File: config.mk
export PLATFORM = sky130hd
export DESIGN_NAME = irq_status_set
export DESIGN_NICKNAME = d
export VERILOG_FILES = /design/src/rtl/irq_pkg.sv /design/src/rtl/irq_en_remap.sv /design/src/rtl/irq_raw_reg.sv /design/src/rtl/irq_mask_acc.sv /design/src/rtl/irq_status_set.sv
export SDC_FILE = /design/constraint.sdc
export NUM_CORES = 1
export LEC_CHECK = 0
export BUFFER_PORTS_ARGS = -buffer_cell sky130_fd_sc_hd__buf_2
export CAP_MARGIN = 10
export CORE_AREA = 10 10 47 49
export CTS_BUF_LIST = sky130_fd_sc_hd__clkbuf_8
export CTS_CLUSTER_DIAMETER = 100
export DETAILED_ROUTE_END_ITERATION = 8
export DIE_AREA = 0 0 57 59
export HOLD_SLACK_MARGIN = 0.12
export PLACE_DENSITY = 0.84
export SYNTH_ARGS = -nofsm -noshare
export SYNTH_HDL_FRONTEND = slang
export SYNTH_HIERARCHICAL = 1
export SYNTH_SLANG_ARGS = --single-unit
export TNS_END_PERCENT = 100
File: constraint.sdc
create_clock -name clk -period 1.25 [get_ports clk]
set_input_delay 0.0625 -clock clk [delete_from_list [all_inputs] [get_ports clk]]
set_output_delay 0.0625 -clock clk [all_outputs]
set_load 0.01 [all_outputs]
File: src/rtl/irq_pkg.sv
package irq_pkg;
  localparam int unsigned SRC_COUNT = 3;
  localparam int unsigned SRC_TX_DONE = 0;
  localparam int unsigned SRC_RX_READY = 1;
  localparam int unsigned SRC_RX_OVF = 2;
  // enable position in the control word, per status bit
  localparam int unsigned EN_POS_DEF [SRC_COUNT] = '{5, 4, 6};
endpackage

File: src/rtl/irq_en_remap.sv
module irq_en_remap #(
  parameter int unsigned NUM_SRC = irq_pkg::SRC_COUNT,
  parameter int unsigned CTRL_W  = 32,
  parameter int unsigned EN_POS [NUM_SRC] = irq_pkg::EN_POS_DEF
) (
  input  logic [CTRL_W-1:0]  ctrl_word,
  output logic [NUM_SRC-1:0] en_vec
);
  for (genvar i = 0; i < NUM_SRC; i++) begin : g_map
    assign en_vec[i] = ctrl_word[EN_POS[i]];
  end

  logic unused_ctrl;
  assign unused_ctrl = ^ctrl_word;
endmodule

File: src/rtl/irq_raw_reg.sv
module irq_raw_reg #(
  parameter int unsigned NUM_SRC = irq_pkg::SRC_COUNT
) (
  input  logic               clk,
  input  logic               rst,
  input  logic [NUM_SRC-1:0] set_vec,
  input  logic [NUM_SRC-1:0] clr_vec,
  output logic [NUM_SRC-1:0] raw_q
);
  always_ff @(posedge clk) begin
    if (rst) raw_q <= '0;
    else     raw_q <= (raw_q & ~clr_vec) | set_vec;
  end

  AST_RAW_SET: assert property (@(posedge clk) disable iff (rst)
    (|set_vec) |=> ((raw_q & $past(set_vec)) == $past(set_vec)));
  AST_SET_WINS: assert property (@(posedge clk) disable iff (rst)
    (|(set_vec & clr_vec)) |=> ((raw_q & $past(set_vec & clr_vec)) == $past(set_vec & clr_vec)));
  AST_RAW_CLR: assert property (@(posedge clk) disable iff (rst)
    (|(clr_vec & ~set_vec)) |=> ((raw_q & $past(clr_vec & ~set_vec)) == '0));
  AST_RAW_HOLD: assert property (@(posedge clk) disable iff (rst)
    ((set_vec == '0) && (clr_vec == '0)) |=> $stable(raw_q));
endmodule

File: src/rtl/irq_mask_acc.sv
module irq_mask_acc #(
  parameter int unsigned NUM_SRC = irq_pkg::SRC_COUNT
) (
  input  logic               clk,
  input  logic               rst,
  input  logic [NUM_SRC-1:0] raw_in,
  input  logic [NUM_SRC-1:0] en_in,
  output logic [NUM_SRC-1:0] mask_q,
  output logic               irq_q
);
  logic [NUM_SRC-1:0] mask_nxt;
  assign mask_nxt = mask_q | (raw_in & en_in);

  always_ff @(posedge clk) begin
    if (rst) begin
      mask_q <= '0;
      irq_q  <= 1'b0;
    end else begin
      mask_q <= mask_nxt;
      irq_q  <= |mask_nxt;
    end
  end

  AST_MASK_CAPTURE: assert property (@(posedge clk) disable iff (rst)
    (|(raw_in & en_in)) |=> ((mask_q & $past(raw_in & en_in)) == $past(raw_in & en_in)));
  AST_MASK_ONLY_ENABLED: assert property (@(posedge clk) disable iff (rst)
    1'b1 |=> ((mask_q & ~$past(mask_q) & ~$past(raw_in & en_in)) == '0));
  AST_MASK_STICKY: assert property (@(posedge clk) disable iff (rst)
    1'b1 |=> ((mask_q & $past(mask_q)) == $past(mask_q)));
  AST_IRQ_LEVEL: assert property (@(posedge clk) disable iff (rst)
    irq_q == (mask_q != '0));
endmodule

File: src/rtl/irq_status_set.sv
module irq_status_set #(
  parameter int unsigned NUM_SRC = irq_pkg::SRC_COUNT,
  parameter int unsigned CTRL_W  = 32,
  parameter int unsigned DATA_W  = 32,
  parameter int unsigned EN_POS [NUM_SRC] = irq_pkg::EN_POS_DEF
) (
  input  logic               clk,
  input  logic               rst,
  input  logic [NUM_SRC-1:0] evt_pulse,
  input  logic [CTRL_W-1:0]  ctrl_word,
  input  logic               clr_wr,
  input  logic               raw_wr,
  input  logic               mask_wr,
  input  logic [DATA_W-1:0]  wr_data,
  output logic [NUM_SRC-1:0] raw_stat,
  output logic [NUM_SRC-1:0] mask_stat,
  output logic               irq
);
  logic [NUM_SRC-1:0] en_vec;
  logic [NUM_SRC-1:0] clr_vec;

  // clear decode: only the low status positions of the clear write count
  assign clr_vec = clr_wr ? wr_data[NUM_SRC-1:0] : '0;

  // writes aimed at the status registers are read-only and dropped
  logic unused_ro;
  assign unused_ro = ^{raw_wr, mask_wr, wr_data[DATA_W-1:NUM_SRC]};

  irq_en_remap #(.NUM_SRC(NUM_SRC), .CTRL_W(CTRL_W), .EN_POS(EN_POS)) u_remap (
    .ctrl_word (ctrl_word),
    .en_vec    (en_vec)
  );

  irq_raw_reg #(.NUM_SRC(NUM_SRC)) u_raw (
    .clk     (clk),
    .rst     (rst),
    .set_vec (evt_pulse),
    .clr_vec (clr_vec),
    .raw_q   (raw_stat)
  );

  irq_mask_acc #(.NUM_SRC(NUM_SRC)) u_mask (
    .clk    (clk),
    .rst    (rst),
    .raw_in (raw_stat),
    .en_in  (en_vec),
    .mask_q (mask_stat),
    .irq_q  (irq)
  );

  AST_RO_WR_IGNORED: assert property (@(posedge clk) disable iff (rst)
    ((raw_wr || mask_wr) && !clr_wr && (evt_pulse == '0)) |=> $stable(raw_stat));
endmodule

Word level (Yosys, flattened, before mapping)

Index checks and enable logic that the tools add are counted.
W data, S select, Z words.

Register bits: 7
Input bits: 72
Word-level logic and storage cells: 10

Mux-type cells: 1
Bitwise logic cells: 5
Reductions and logical operators: 1

Operators with widths:

| kind             | count |
|---|---|
| $and A3 B3 Y3    | 2 |
| $or A3 B3 Y3     | 2 |
| $mux W3          | 1 |
| $not A3 Y3       | 1 |
| $reduce_or A3 Y1 | 1 |

Longest topological paths before layout

Depth in word-level cells: 4
Depth in mapped cells: 3

By module

Netlist, hierarchy kept.

By module, submodules not included:

| module         | times used | cells an instance | area an instance (um2) |
|---|---|---|---|
| irq_mask_acc   | 1          | 11                | 123.9 |
| irq_raw_reg    | 1          | 12                | 105.1 |
| irq_en_remap   | 1          | 3                 | 22.5 |
| irq_status_set | 1          | 3                 | 18.8 |

Worst setup path before layout

Ideal clock, no wire load.

Kind: register to register
Start point: reg u_raw.raw_q[2]
End point: reg u_mask.irq_q
Arrival: 0.565 ns
Path slack: 0.561 ns
Cell stages (with the launch flop): 3
Cells stage by stage: dfxtp_1 a21oi_2 a31oi_1

Word-level cells in the longest chain between the ends: 3

RTL lines:

| element                  | RTL line           | RTL |
|---|---|---|
| start: declaration       | irq_raw_reg.sv:8   | `output logic [NUM_SRC-1:0] raw_q` |
| start signal: assignment | irq_raw_reg.sv:12  | `else raw_q <= (raw_q & ~clr_vec) \| set_vec;` |
| $and A3 B3 Y3            | irq_mask_acc.sv:12 | `assign mask_nxt = mask_q \| (raw_in & en_in);` |
| $or A3 B3 Y3             | irq_mask_acc.sv:12 |  |
| $reduce_or A3 Y1         | irq_mask_acc.sv:20 | `irq_q <= \|mask_nxt;` |
| end signal: assignment   | irq_mask_acc.sv:20 |  |
| end: declaration         | irq_mask_acc.sv:9  | `output logic irq_q` |

No other way between the ends.
A chain may end at the register's enable or synchronous reset.

Worst setup path in the final report

Start point: in evt_pulse[0]
End point: reg u_raw.raw_q[0]

Word-level cells in the longest chain between the ends: 1

RTL lines:

| element            | RTL line            | RTL |
|---|---|---|
| start: declaration | irq_status_set.sv:9 | `input logic [NUM_SRC-1:0] evt_pulse,` |
| $or A3 B3 Y3       | irq_raw_reg.sv:12   |  |

No other way between the ends.

==> results_dict.tcl <==
set metrics [dict create \
    vdd_drop_max_mv 0.8215 \
    cts_tree "yes" \
    start_kind "primary input" \
    syn_to_final_growth_pct 78.70 \
    crit_fanout 1 \
    max_freq_mhz 1059 \
    drtAntennaViolNets 0 \
    dr_wl_met2_um 428 \
    max_slew.worst_pin.slew_ns 0.2676 \
    rsz0062_at_grt "no" \
    synth_top_cell_area_share 0.5185 \
    layout-drive-gt1-share 0.4182 \
    core-area_um2 1401 \
    yosysSeqAreaShare 0.5185 \
    grtUsageTotal 0.05931 \
    htreeDepth 1 \
    drv_slew 0 \
    ys_seq_elements 7 \
    row_count 14 \
    grt_pass1_wl_um 1469 \
    fin_nets 128 \
    hold_class "in2reg" \
    max_cap_viol_count 0 \
    clockBufferDepth 2 \
    criticalPathCategory "in2reg" \
    powerDensity_nw_per_um2 1345 \
    ys.warnings.count 6 \
    ioPinCount 79 \
    die_w_um 57 \
    worst_ep_arrival_time_ns 1.06 \
    synthTopCellsByArea "dfxtp_1 (52%), a21oi_2 (9.7%), buf_4 (8.3%), and2_1 (6.9%), nand2b_1 (6.9%)" \
    start_util 0.1929 \
    p_leak_nw 0.2607 \
    crit_required_ns 1.36 \
    instances_no_fill 71 \
    antenna_found_initial 0 \
    nFillCells 162 \
    wl_met3_um 121 \
    drc 0 \
    dr.max_layer_used "met3" \
    multi_input_area_um2 96.34 \
    synth_cells 29 \
    numClockSinks 7 \
    numCtsBuffers 3 \
    first_pass_iters 4 \
    post-cts-setup-buffers 0 \
    grt_start_max_net_pins 8 \
    gp_congestion 0.6832 \
    dieArea_um2 3363 \
    root_buffer "clkbuf_8" \
    dp_hpwl_um 602.4 \
    via_count 272 \
    overflow 0 \
    regArea_um2 140.1 \
    clk_latency_ns 0.22 \
    fin_crit_ns 0.9444 \
    synth_largest_area_cell "dfxtp_1" \
    drt_wl_total_um 819 \
    end_kind "register" \
    status "complete, no violations" \
    synth_nets 101 \
    drt-vias-per-instance 3.831 \
    setup_viol 0 \
    grt_pass1_vias 333 \
    die_h_um 59 \
    wl_met1_um 269 \
    synth_area_um2 270.3 \
    finalPower_w 0.0006494 \
    tns_ns 0 \
    syn_area_per_cell_um2 9.319 \
    fin_crit_sh 0.7555 \
    diodes 0 \
    place_inst 60 \
    synth_cell_types 9 \
    io_buffer_count 18 \
    cts.clk_slew.worst_paths_ns 0.04 \
    finalHoldViolCount 0 \
    finalClockSkew_ns 0.0001773 \
    first_iter_violations 4 \
    avgRoutedWirePerCell_um 11.54 \
    slew_headroom 0.8216 \
]
==> synth_stat cells (all sizes together) <==
| library cell | instances |
|---|---|
| nand2b | 3 |
| and2 | 3 |
| buf | 3 |
| nor2 | 3 |
| a31oi | 1 |
| a21oi | 6 |
| inv | 3 |
| dfxtp | 7 |
==> what timing repair did <==
item | CTS | global route
hold endpoints to repair | 7 | 0
hold buffers | 10 | 0
endpoints found under the setup margin | 0 | 3
resized for setup | 0 | 2
==> worst paths after layout <==
check / from / endpoint / slack, ns / cells past startpoint
max: evt_pulse[0] / u_raw/raw_q[0]$_SDFF_PP0_ / 0.31 / 5
min: wr_data[1] / u_raw/raw_q[1]$_SDFF_PP0_ / 0.21 / 4
max reg2reg: u_raw/raw_q[0]$_SDFF_PP0_ / u_raw/raw_q[0]$_SDFF_PP0_ / 0.43 / 3
min reg2reg: u_mask/mask_q[1]$_SDFF_PP0_ / u_mask/mask_q[1]$_SDFF_PP0_ / 0.47 / 2
==> metrics by stage <==
stage | util | instance area [um2] | hold WS (ns) | setup slack, ns
after floorplan | - | 270.3 | 0.1316 | 0.5608
after global placement | 0.2554 | 357.8 | 0.2973 | 0.5723
after detailed placement | 0.2554 | 357.8 | 0.3043 | 0.5649
after CTS | 0.3589 | 503.0 | 0.4820 | 0.01850
after global routing | 0.3446 | 483.0 | 0.2283 | 0.2895
final | 0.3446 | 483.0 | 0.2131 | 0.3056
==> flip-flops by register name, summed over array words and instances, names as in the netlist <==
register and count:
u_mask/irq_q 1, u_mask/mask_q 3, u_raw/raw_q 3
==> where the power goes <==
group	internal, W	total (W)	switching (W)
clock	0.000212	0.000305	0.0000934
combinational	0.0000546	0.0000924	0.0000378
sequential	0.000241	0.000252	0.0000105
==> cell type report <==
class | count | share of cell area
tap | 16 | 0.04145
clock buffer | 3 | 0.08549
clock inverter | 1 | 0.007772
inverter | 3 | 0.02332
timing repair buffer | 25 | 0.3523
multi-input combinational | 16 | 0.1995
sequential | 7 | 0.2902
==> layout by cell type, fill, tap and decap left out, drive strengths merged <==
| cell type | netlist | final |
|---|---|---|
| a21oi | 6 | 6 |
| dfxtp | 7 | 7 |
| nor2 | 3 | 3 |
| dlymetal6s4s | 0 | 2 |
| dlygate4sd3 | 0 | 6 |
| a31oi | 1 | 1 |
| inv | 3 | 4 |
| clkbuf | 0 | 3 |
| nand2b | 3 | 3 |
| and2 | 3 | 3 |
| buf | 3 | 17 |
==> layer usage <==
metal  vias up  GRT usage
li1        140          -
met1       118    0.04057
met2        14    0.09612
met3         0    0.06223
met4         0    0.04027
met5         -          0
==> worst max-delay path, cell delays in order <==
cell and delay (ns):
dlygate4sd3_1 0.53, buf_2 0.12, inv_1 0.04, a21oi_1 0.05
dlymetal6s4s_1 0.26
==> kinds of logic after synthesis <==
family / count (synthesis) / share of synthesized area
AO/OA/AOI/OAI: 7 / 0.1759
buffers and inverters: 6 / 0.1250
flip-flops: 7 / 0.5185
AND/OR/NAND/NOR: 9 / 0.1806
Power figures use the tool's default switching activity.
